[src/rtl/hamul_pkg.sv]
package hamul_pkg;

    localparam int OP_W    = 16;                    // operand width
    localparam int LO_W    = 10;                    // bits folded into the approximate digit
    localparam int LO_SEL  = 4;                     // number of power-of-two choices
    localparam int N_BOOTH = (OP_W - LO_W) / 2;     // exact radix-4 digits
    localparam int N_PP    = N_BOOTH + 1;           // partial-product rows
    localparam int PROD_W  = 2 * OP_W;
    localparam int LO_PP_W = OP_W + LO_W;           // field width of the low row
    localparam int BO_PP_W = OP_W + 2;              // field width of a Booth row

    typedef struct packed {
        logic              neg;
        logic [LO_SEL-1:0] sel;   // one-hot: x(2^(LO_W-4)) .. x(2^(LO_W-1))
    } lo_dig_t;

    typedef struct packed {
        logic neg;
        logic one;
        logic two;
    } booth_dig_t;

    typedef struct packed {
        logic              vld;
        logic [PROD_W-1:0] prod;
    } out_st_t;

    // Sum of all flipped sign-bit weights, negated modulo 2^PROD_W.
    function automatic logic [PROD_W-1:0] sext_const();
        logic [PROD_W-1:0] acc;
        acc = PROD_W'(1) << (LO_PP_W - 1);
        for (int i = 0; i < N_BOOTH; i++) begin
            acc = acc + (PROD_W'(1) << (BO_PP_W - 1 + LO_W + 2 * i));
        end
        return ~acc + 1'b1;
    endfunction

    localparam logic [PROD_W-1:0] SEXT_K = sext_const();

endpackage

[src/rtl/hamul_lo_enc.sv]
module hamul_lo_enc
    import hamul_pkg::*;
(
    input  logic [LO_W-1:0] bits,
    output lo_dig_t         dig
);

    logic            neg_raw;
    logic [LO_W-1:0] mag;
    logic [LO_SEL-1:0] sel;

    // Lower edge of the band that rounds to choice j (ties go up).
    function automatic logic [LO_W:0] lo_bound(int j);
        if (j == 0)
            return (LO_W+1)'(1) << (LO_W - 5);
        else if (j >= LO_SEL)
            return (LO_W+1)'(1) << LO_W;
        else
            return (LO_W+1)'(3) << (LO_W - 6 + j);
    endfunction

    always_comb begin
        neg_raw = bits[LO_W-1];
        mag     = neg_raw ? (~bits + 1'b1) : bits;
        sel     = '0;
        for (int j = 0; j < LO_SEL; j++) begin
            if (({1'b0, mag} >= lo_bound(j)) && ({1'b0, mag} < lo_bound(j + 1)))
                sel[j] = 1'b1;
        end
        dig.sel = sel;
        dig.neg = neg_raw & (|sel);
    end

    // Checks on the encoder outputs
    always_comb begin
        p_sel_onehot_r3: assert ($onehot0(dig.sel));
        if (|dig.sel) begin
            p_sign_follows_r3: assert (dig.neg == bits[LO_W-1]);
        end
        if (!bits[LO_W-1] && (bits < LO_W'(32))) begin
            p_small_pos_zero_r4: assert (dig.sel == '0 && !dig.neg);
        end
        if (bits[LO_W-1] && (bits > LO_W'(-32))) begin
            p_small_neg_zero_r4: assert (dig.sel == '0 && !dig.neg);
        end
    end

endmodule

[src/rtl/hamul_booth_enc.sv]
module hamul_booth_enc
    import hamul_pkg::*;
(
    input  logic [2:0] trip,
    output booth_dig_t dig
);

    always_comb begin
        dig.one = trip[0] ^ trip[1];
        dig.two = (trip == 3'b011) | (trip == 3'b100);
        dig.neg = trip[2] & ~(trip[1] & trip[0]);
    end

    always_comb begin
        p_booth_excl_r2: assert (!(dig.one && dig.two));
        if (trip == 3'b000 || trip == 3'b111) begin
            p_booth_zero_r2: assert (!dig.one && !dig.two && !dig.neg);
        end
    end

endmodule

[src/rtl/hamul_cmp42_row.sv]
module hamul_cmp42_row #(
    parameter int W = 32
) (
    input  logic [W-1:0] in0,
    input  logic [W-1:0] in1,
    input  logic [W-1:0] in2,
    input  logic [W-1:0] in3,
    output logic [W-1:0] sum_o,
    output logic [W-1:0] carry_o
);

    logic [W-1:0] chain;   // lateral carry into each bit cell

    assign chain[0]   = 1'b0;
    assign carry_o[0] = 1'b0;

    genvar g;
    generate
        for (g = 0; g < W; g++) begin : g_bit
            if (g < W - 1) begin : g_full
                logic t;
                assign t            = in0[g] ^ in1[g] ^ in2[g];
                assign chain[g+1]   = (in0[g] & in1[g]) | (in0[g] & in2[g]) | (in1[g] & in2[g]);
                assign sum_o[g]     = t ^ in3[g] ^ chain[g];
                assign carry_o[g+1] = (t & in3[g]) | (t & chain[g]) | (in3[g] & chain[g]);
            end else begin : g_top
                assign sum_o[g] = in0[g] ^ in1[g] ^ in2[g] ^ in3[g] ^ chain[g];
            end
        end
    endgenerate

endmodule

[src/rtl/hybrid_approx_mul.sv]
module hybrid_approx_mul
    import hamul_pkg::*;
(
    input  logic              clk,
    input  logic              rst,
    input  logic              in_valid,
    input  logic [OP_W-1:0]   a_in,
    input  logic [OP_W-1:0]   b_in,
    output logic              out_valid,
    output logic [PROD_W-1:0] product
);

    lo_dig_t           lo_dig;
    booth_dig_t        bo_dig [N_BOOTH];
    logic [LO_PP_W-1:0] a_lo;
    logic [BO_PP_W-1:0] a_bo;
    logic [PROD_W-1:0] pp_row [N_PP];
    logic [PROD_W-1:0] corr_row;
    logic [PROD_W-1:0] s1, c1, s2, c2, full_sum;
    out_st_t           st_d, st_q;

    assign a_lo = {{(LO_PP_W-OP_W){a_in[OP_W-1]}}, a_in};
    assign a_bo = {{(BO_PP_W-OP_W){a_in[OP_W-1]}}, a_in};

    hamul_lo_enc u_lo (
        .bits (b_in[LO_W-1:0]),
        .dig  (lo_dig)
    );

    genvar g;
    generate
        for (g = 0; g < N_BOOTH; g++) begin : g_booth
            logic [2:0] trip;
            assign trip = {b_in[LO_W+2*g+1], b_in[LO_W+2*g], b_in[LO_W+2*g-1]};
            hamul_booth_enc u_be (
                .trip (trip),
                .dig  (bo_dig[g])
            );
        end
    endgenerate

    // Partial-product rows: one's complement, flipped sign bit, correction row
    always_comb begin
        logic [LO_PP_W-1:0] lo_mult;
        logic [LO_PP_W-1:0] lo_field;
        logic [BO_PP_W-1:0] bo_mult;
        logic [BO_PP_W-1:0] bo_field;

        lo_mult = '0;
        for (int j = 0; j < LO_SEL; j++) begin
            if (lo_dig.sel[j])
                lo_mult = a_lo << (LO_W - LO_SEL + j);
        end
        lo_field = lo_dig.neg ? ~lo_mult : lo_mult;
        lo_field[LO_PP_W-1] = ~lo_field[LO_PP_W-1];
        pp_row[0] = PROD_W'(lo_field);

        corr_row    = '0;
        corr_row[0] = lo_dig.neg;

        for (int i = 0; i < N_BOOTH; i++) begin
            bo_mult = bo_dig[i].one ? a_bo : (bo_dig[i].two ? (a_bo << 1) : '0);
            bo_field = bo_dig[i].neg ? ~bo_mult : bo_mult;
            bo_field[BO_PP_W-1] = ~bo_field[BO_PP_W-1];
            pp_row[i+1] = PROD_W'(bo_field) << (LO_W + 2 * i);
            corr_row[LO_W + 2 * i] = bo_dig[i].neg;
        end
    end

    hamul_cmp42_row #(.W(PROD_W)) u_lvl1 (
        .in0     (pp_row[0]),
        .in1     (pp_row[1]),
        .in2     (pp_row[2]),
        .in3     (pp_row[3]),
        .sum_o   (s1),
        .carry_o (c1)
    );

    hamul_cmp42_row #(.W(PROD_W)) u_lvl2 (
        .in0     (s1),
        .in1     (c1),
        .in2     (corr_row),
        .in3     (SEXT_K),
        .sum_o   (s2),
        .carry_o (c2)
    );

    assign full_sum = s2 + c2;

    // Next state
    always_comb begin
        st_d = st_q;
        if (rst) begin
            st_d = '0;
        end else begin
            st_d.vld = in_valid;
            if (in_valid)
                st_d.prod = full_sum;
        end
    end

    always_ff @(posedge clk) begin
        st_q <= st_d;
    end

    assign out_valid = st_q.vld;
    assign product   = st_q.prod;

    // Output timing and value checks
    p_valid_lat_r7: assert property (@(posedge clk) disable iff (rst)
        in_valid |=> out_valid);
    p_valid_idle_r7: assert property (@(posedge clk) disable iff (rst)
        !in_valid |=> !out_valid);
    p_reset_clear_r8: assert property (@(posedge clk)
        rst |=> (!out_valid && product == '0));
    p_hold_r9: assert property (@(posedge clk) disable iff (rst)
        !in_valid |=> $stable(product));
    p_zero_a_r1: assert property (@(posedge clk) disable iff (rst)
        (in_valid && a_in == '0) |=> product == '0);
    p_exact_low_zero_r2: assert property (@(posedge clk) disable iff (rst)
        (in_valid && b_in[LO_W-1:0] == '0) |=>
        $signed(product) == $signed($past(a_in)) * $signed($past(b_in)));

endmodule

[config.mk]
export PLATFORM = sky130hd
export DESIGN_NAME = hybrid_approx_mul
export DESIGN_NICKNAME = d
export VERILOG_FILES = /design/src/rtl/hamul_pkg.sv /design/src/rtl/hamul_lo_enc.sv /design/src/rtl/hamul_booth_enc.sv /design/src/rtl/hamul_cmp42_row.sv /design/src/rtl/hybrid_approx_mul.sv
export SDC_FILE = /design/constraint.sdc
export NUM_CORES = 1
export LEC_CHECK = 0
export ABC_AREA = 1
export BUFFER_PORTS_ARGS = -buffer_cell sky130_fd_sc_hd__buf_2
export CORE_AREA = 2 2 108 110
export DETAILED_ROUTE_END_ITERATION = 16
export DIE_AREA = 0 0 110 112
export GPL_TIMING_DRIVEN = 1
export PLACE_DENSITY = 0.74
export RECOVER_POWER = 50
export SLEW_MARGIN = 30
export SYNTH_ARGS = -nofsm -noshare
export SYNTH_HDL_FRONTEND = slang
export SYNTH_SLANG_ARGS = --single-unit
[constraint.sdc]
create_clock -name clk -period 7 [get_ports clk]
set_clock_uncertainty 0.15 [all_clocks]
set_input_delay 1.4 -clock clk [delete_from_list [all_inputs] [get_ports clk]]
set_output_delay 1.4 -clock clk [all_outputs]
set_load 0.01 [all_outputs]
==> reports/metrics.yaml, run 1 <==
clock_tree:
  cts_buffers: 3
  cts_tree: "yes"
  cts.sinks: 27
  clock_tree.buffer_depth: 2
  holdBufCountCts: 0
  path_clk_slew_ps: 70
  cts_setup_buffers: 0
  insertion_delay_ps: 260
  cts_root_buf: "clkbuf_16"
  cts_max_level: 1
sta:
  max_freq_mhz: 152
  period_share_pct: 94.0
  drv_slew: 0
  setup_violations: 0
  period_needed_ps: 6580
  setup_ws_ps: 419
  slew_headroom_pct: 53.0
  max_slew.worst_pin.slew_ps: 705
  rsz0062_at_grt: "true"
  hold_viol_final: 0
grt:
  grt_pass1_vias: 5401
  grt_max_degree: 47
  grt_usage_pct: 24.8
  grt_pass1_wl_um: 25400
  overflow: 0
  antenna_found_initial: 0
  gr-max-usage-layer: "met2"
  grt_use_met1_pct: 35.4
  grt_util_met3_pct: 1.23
  grtUsageMet2_pct: 41.3
min_path:
  hold_depth: 2
  hp-start: "product[9]$_SDFFE_PP0P_"
  min_path_type: "reg -> reg"
  hold_end: "product[9]$_SDFFE_PP0P_"
finish:
  fillers: 1132
  diodes: 0
  syn2layout_area_growth_pct: 8.77
  regArea_um2: 541
  fin_util_pct: 57.9
  layout-drive-gt1-share_pct: 10.8
  multiInputGateArea_um2: 4830
  final_cells: 1084
  nets: 1079
worst_setup_path:
  cp_common_cell: "o21ai_0"
  rrSetupSlack_ps: 5970
  start_kind: "input pin"
  crit_fanout: 28
  cp.required_ps: 7020
  crit_slowest_cell: "fa_1"
  critPathKind: "in -> reg"
  r2r-end: "product[31]$_SDFFE_PP0P_"
  crit_path_max_incr_delay_ps: 570
  r2r_start: "product[31]$_SDFFE_PP0P_"
  r2r_cells: 4
  end_kind: "flip-flop"
  cp_data_arrival_time_ps: 6600
routing:
  drc_errors: 0
  vias_per_cell: 5.38
  firstDrtPassIters: 5
  wl_um: 15100
  ant_nets: 0
  post_drt_wl_per_cell_um: 13.9
  vias: 5828
  drt_iter0_drc: 305
logic_synthesis:
  synthSimpleGateAreaFrac_pct: 25.3
  avgSynthCellArea_um2: 6.65
  syn_area_um2: 5950
  synth_ff_type: "dfxtp_1"
  synth_top_family_by_area: "adder cells"
  synthMuxAreaShare_pct: 0
  synth-xor-area-share_pct: 10.9
  yosys_warnings: 0
  seq_area_frac_synth_pct: 9.08
  synthArstFlopShare_pct: 0
  ys_types: 41
  synth_seq_cells: 27
  synthAdderAreaFrac_pct: 25.5
  synth_cells: 895
  synth_compound_area_share_pct: 18.5
  synth-edff-count: 0
die:
  start_util_pct: 53.3
  num_io_pins: 68
  die_w_um: 110
  core_um2: 11200
  die_area_um2: 12300
  dieHeight_um: 112
  placementRows: 39
placed_design:
  hpwl_um: 12400
  gp_congestion: 0.941
  detailedPlace.worstSlack_ps: 21.6
  placedCellCount: 1080
  io_buffers: 61
run:
  maxCapViolations: 0
outcome:
  status: "complete, no violations"
==> flip-flops by register name (all words and copies together), names as in the netlist <==
signal and flops:
product 26, out_valid 1
==> repair_timing <==
| item | CTS | global route |
|---|---|---|
| endpoints found under the setup margin | 0 | 10 |
| gates resized for setup | 0 | 9 |
| endpoints found under the hold margin | 0 | 0 |
==> cell usage in the layout, fill, tap and decap left out, types with 2 or more instances in the layout <==
cell type  synthesis  routed
nor3_1             5       3
nand4_1            8       8
nand3b_1           6       6
o21a_1             2       2
nand3_2            2       2
nand2_2           12      14
buf_4              7      12
a21oi_2            2       4
clkbuf_1          26      26
nand2_4            4       4
xor2_1            65      65
a21o_1             4       4
ha_1              70      70
clkbuf_16          0       3
a31oi_1            8       8
nand3_1           36      36
inv_2              6       6
nor2_2             2       2
dfxtp_1           27      27
buf_2              0      35
inv_1            117     117
a21oi_4            2       2
conb_1             1       6
nor2_4             5       5
nor3_2             1       3
nor2_1            73      73
fa_1              32      32
o21ai_0          112     112
nand2_1          180     178
a21oi_1           42      40
o221ai_1          15      15
a221oi_2           0       2
xnor2_1            9       9
==> cell usage after synthesis (4+ instances only) <==
cell type,n,share of area (%)
nor2_4,5,0.95
nor3_1,5,0.42
clkbuf_1,26,1.6
nand2_4,4,0.76
ha_1,70,15
nor2_1,73,4.6
dfxtp_1,27,9.1
xor2_1,65,9.6
inv_2,6,0.38
a21o_1,4,0.50
buf_4,7,0.88
a31oi_1,8,0.84
inv_1,117,7.4
fa_1,32,11
a21oi_1,42,3.5
o21ai_0,112,9.4
nand2_1,180,11
nand2_2,12,1.3
nand3b_1,6,0.76
nand3_1,36,3.0
o221ai_1,15,2.2
nand4_1,8,0.84
xnor2_1,9,1.3
==> cells by family after synthesis <==
family	Yosys count
buffers and inverters	161
DFF	27
adders and majority gates	102
xor gates and xnor gates	74
AOI/OAI and AO/OA	193
and+or+nand+nor	337
other	1
==> per-stage QoR <==
stage / setup TNS [ps] / instance area, µm² / hold WS, ps
2_1_floorplan: 0 / 5970 / 340
3_3_place_gp: 0 / 6380 / 309
3_5_place_dp: 0 / 6380 / 312
4_1_cts: 0 / 6460 / 328
5_1_grt: -53.6 / 6470 / 363
6_report: 0 / 6470 / 324
==> critical path, delay by kind of cell <==
kind | cells | cell delay, ps
adder cells (fa/ha/maj) | 6 | 2200
AO/OA/AOI/OAI | 8 | 1160
buffers and inverters | 5 | 350
XOR/XNOR | 1 | 170
AND/OR/NAND/NOR | 12 | 1300
==> worst max-delay path by stage <==
stage            start                  endpoint  depth (start not counted)
3_5_place_dp   b_in[0]  product[31]$_SDFFE_PP0P_                         32
6_report       b_in[0]  product[31]$_SDFFE_PP0P_                         32
3_3_place_gp   b_in[0]  product[31]$_SDFFE_PP0P_                         32
5_1_grt        b_in[0]  product[31]$_SDFFE_PP0P_                         33
2_1_floorplan  b_in[0]  product[30]$_SDFFE_PP0P_                         30
4_1_cts        b_in[0]  product[31]$_SDFFE_PP0P_                         32
==> layout make-up <==
| cell class | count | area share, % |
|---|---|---|
| inverters | 125 | 7.31 |
| clock buffers | 3 | 1.16 |
| repair buffers | 73 | 5.61 |
| clock inverters | 1 | 0.116 |
| multi-input cells | 712 | 74.7 |
| flip-flops and latches | 27 | 8.35 |
| well taps | 143 | 2.76 |
==> layer usage <==
metal / up-vias / routed length [µm]
met5: - / 0
met4: 0 / 299
met3: 23 / 754
met2: 186 / 6920
met1: 2623 / 7090
li1: 2996 / -
Power of run 1 is left out: the tool's default activity adds up to more than one toggle a clock period on the data nets, which glitch-free logic cannot reach.
==> run 2: changes to the inputs <==
--- a/config.mk
+++ b/config.mk
@@ -7,12 +7,12 @@
 export LEC_CHECK = 0
 export ABC_AREA = 1
 export BUFFER_PORTS_ARGS = -buffer_cell sky130_fd_sc_hd__buf_2
-export CORE_AREA = 2 2 108 110
+export CORE_AREA = 2 2 88 133
 export DETAILED_ROUTE_END_ITERATION = 16
-export DIE_AREA = 0 0 110 112
-export GPL_TIMING_DRIVEN = 1
-export PLACE_DENSITY = 0.74
+export DIE_AREA = 0 0 90 135
+export PLACE_DENSITY = 0.75
 export RECOVER_POWER = 50
+export SKIP_CTS_REPAIR_TIMING = 1
 export SLEW_MARGIN = 30
 export SYNTH_ARGS = -nofsm -noshare
 export SYNTH_HDL_FRONTEND = slang
==> reports/metrics.yaml, run 2 (same netlist as run 1, synthesis figures left out) <==
finish:
  fin_util_pct: 59.4  # was 57.9%
  fillers: 1136  # was 1132
  multiInputGateArea_um2: 4820  # was 4830 µm²
  final_common_cell: "nand2_1"  # unchanged
  nets: 1084  # was 1079
  final_cells: 1093  # was 1084
  largest_register_ffs: 26  # unchanged
  layout-drive-gt1-share_pct: 10.9  # was 10.8%
  regArea_um2: 541  # unchanged
  diodes: 0  # unchanged
  syn2layout_area_growth_pct: 9.13  # was 8.77%
  final_cell_mix: "nand2_1, inv_1, o21ai_0"  # unchanged
worst_setup_path:
  crit_slowest_cell: "fa_1"  # unchanged
  crit_fanout: 12  # was 28
  start_kind: "input pin"  # unchanged
  crit_path_max_incr_delay_ps: 570  # about the same
  critPathKind: "in -> reg"  # unchanged
  cp.required_ps: 7000  # was 7020 ps
  end_kind: "flip-flop"  # unchanged
  cp_data_arrival_time_ps: 6600  # about the same
grt:
  grt_pass1_wl_um: 26000  # was 25400 µm
  antenna_found_initial: 0  # unchanged
  grt_usage_pct: 25.5  # was 24.8%
  grt_pass1_vias: 5661  # was 5401
  grt_max_degree: 47  # unchanged
  overflow: 0  # unchanged
sta:
  slew_headroom_pct: 52.7  # was 53.0%
  drv_slew: 0  # unchanged
  setup_violations: 0  # unchanged
  rsz0062_at_grt: "true"  # unchanged
  max_slew.worst_pin.slew_ps: 709  # was 705 ps
  setup_ws_ps: 406  # was 419 ps
  period_needed_ps: 6590  # was 6580 ps
  max_freq_mhz: 152  # about the same
  period_share_pct: 94.2  # was 94.0%
  hold_viol_final: 0  # unchanged
routing:
  drc_errors: 0  # unchanged
  wl_um: 15100  # about the same
  drt_iter0_drc: 231  # was 305
  vias_per_cell: 5.39  # was 5.38
  post_drt_wl_per_cell_um: 13.8  # was 13.9 µm
  vias: 5890  # was 5828
  ant_nets: 0  # unchanged
  firstDrtPassIters: 5  # unchanged
clock_tree:
  clock_tree.buffer_depth: 2  # unchanged
  cts_max_level: 1  # unchanged
  cts_root_buf: "clkbuf_16"  # unchanged
  cts_buffers: 3  # unchanged
  path_clk_slew_ps: 60  # was 70 ps
  cts_tree: "yes"  # unchanged
  insertion_delay_ps: 260  # about the same
  cts.sinks: 27  # unchanged
placed_design:
  detailedPlace.worstSlack_ps: -9.03  # was 21.6 ps
  io_buffers: 61  # unchanged
  gp_congestion: 0.943  # was 0.941
  placedCellCount: 1089  # was 1080
  hpwl_um: 13000  # was 12400 µm
die:
  core_um2: 10900  # was 11200 µm²
  dieHeight_um: 135  # was 112 µm
  placementRows: 47  # was 39
  die_w_um: 90  # was 110 µm
  num_io_pins: 68  # unchanged
  die_area_um2: 12200  # was 12300 µm²
  start_util_pct: 54.4  # was 53.3%
power:
  internal_power_w: 0.00150
  ir_drop_uv: 295
  cellPowerDensity_nw_per_um2: 554
  clkPwrFrac_pct: 3.6
  share_seq_of_total_power_pct: 6.4
  power_frac_comb_pct: 90.0
  sw_frac_of_total_pct: 58.3
  total_leakage_power_nw: 3.23
  p_switching_w: 0.00210
outcome:
  status: "complete, no violations"  # unchanged
run:
  maxCapViolations: 0  # unchanged
min_path:
  min_path_type: "reg -> reg"  # unchanged
[run 2: routing by layer]
layer / wire length (µm) / global-route usage, %
met1: 6070 / 29.0
met2: 8030 / 49.8
met3: 473 / 1.17
met4: 504 / 9.74
met5: 0 / 0
[run 2: final cells by class]
type	instances	share of cell area (%)
multi-input cells	712	74.2
flip-flops and latches	27	8.32
inverters	125	7.28
repair buffers	78	6.17
well taps	147	2.83
clock buffers	3	1.16
clock inverters	1	0.0771
[run 2: final timing paths]
kind	depth (start not counted)	endpoint	startpoint	slack, ps
setup / recovery	31	product[25]$_SDFFE_PP0P_	b_in[0]	410
hold / removal	2	product[9]$_SDFFE_PP0P_	product[9]$_SDFFE_PP0P_	330
setup reg to reg	4	product[31]$_SDFFE_PP0P_	product[31]$_SDFFE_PP0P_	5890
hold reg to reg	2	product[9]$_SDFFE_PP0P_	product[9]$_SDFFE_PP0P_	330
[run 2: critical path: cells and delay by family]
kind	cells	cell delay, ps
buffers and inverters	5	420
adder cells (fa/ha/maj)	6	2210
AND/OR/NAND/NOR	16	1980
AO/OA/AOI/OAI	3	460
XOR/XNOR	1	140
[run 2: per-stage QoR]
step	hold WS (ps)	power, W	setup TNS [ps]	area (µm²)
finish	327	0.00360	0	6490
global route	345	0.00407	-50.8	6490
CTS	326	0.00358	0	6500
detailed placement	317	0.00342	-9.03	6420
global placement	305	0.00343	-2.40	6420
floorplan	340	0.00258	0	5970
[run 2: power by group through the flow]
stage / sequential [W] / combinational [W] / clock (W)
final: 0.000231 / 0.00324 / 0.000129
after global routing: 0.000237 / 0.00370 / 0.000138
after CTS: 0.000230 / 0.00322 / 0.000133
after detailed placement: 0.000233 / 0.00318 / 0
after global placement: 0.000232 / 0.00320 / 0
after floorplan: 0.000256 / 0.00233 / 0
Note: power is estimated with default switching activity, not from simulation.
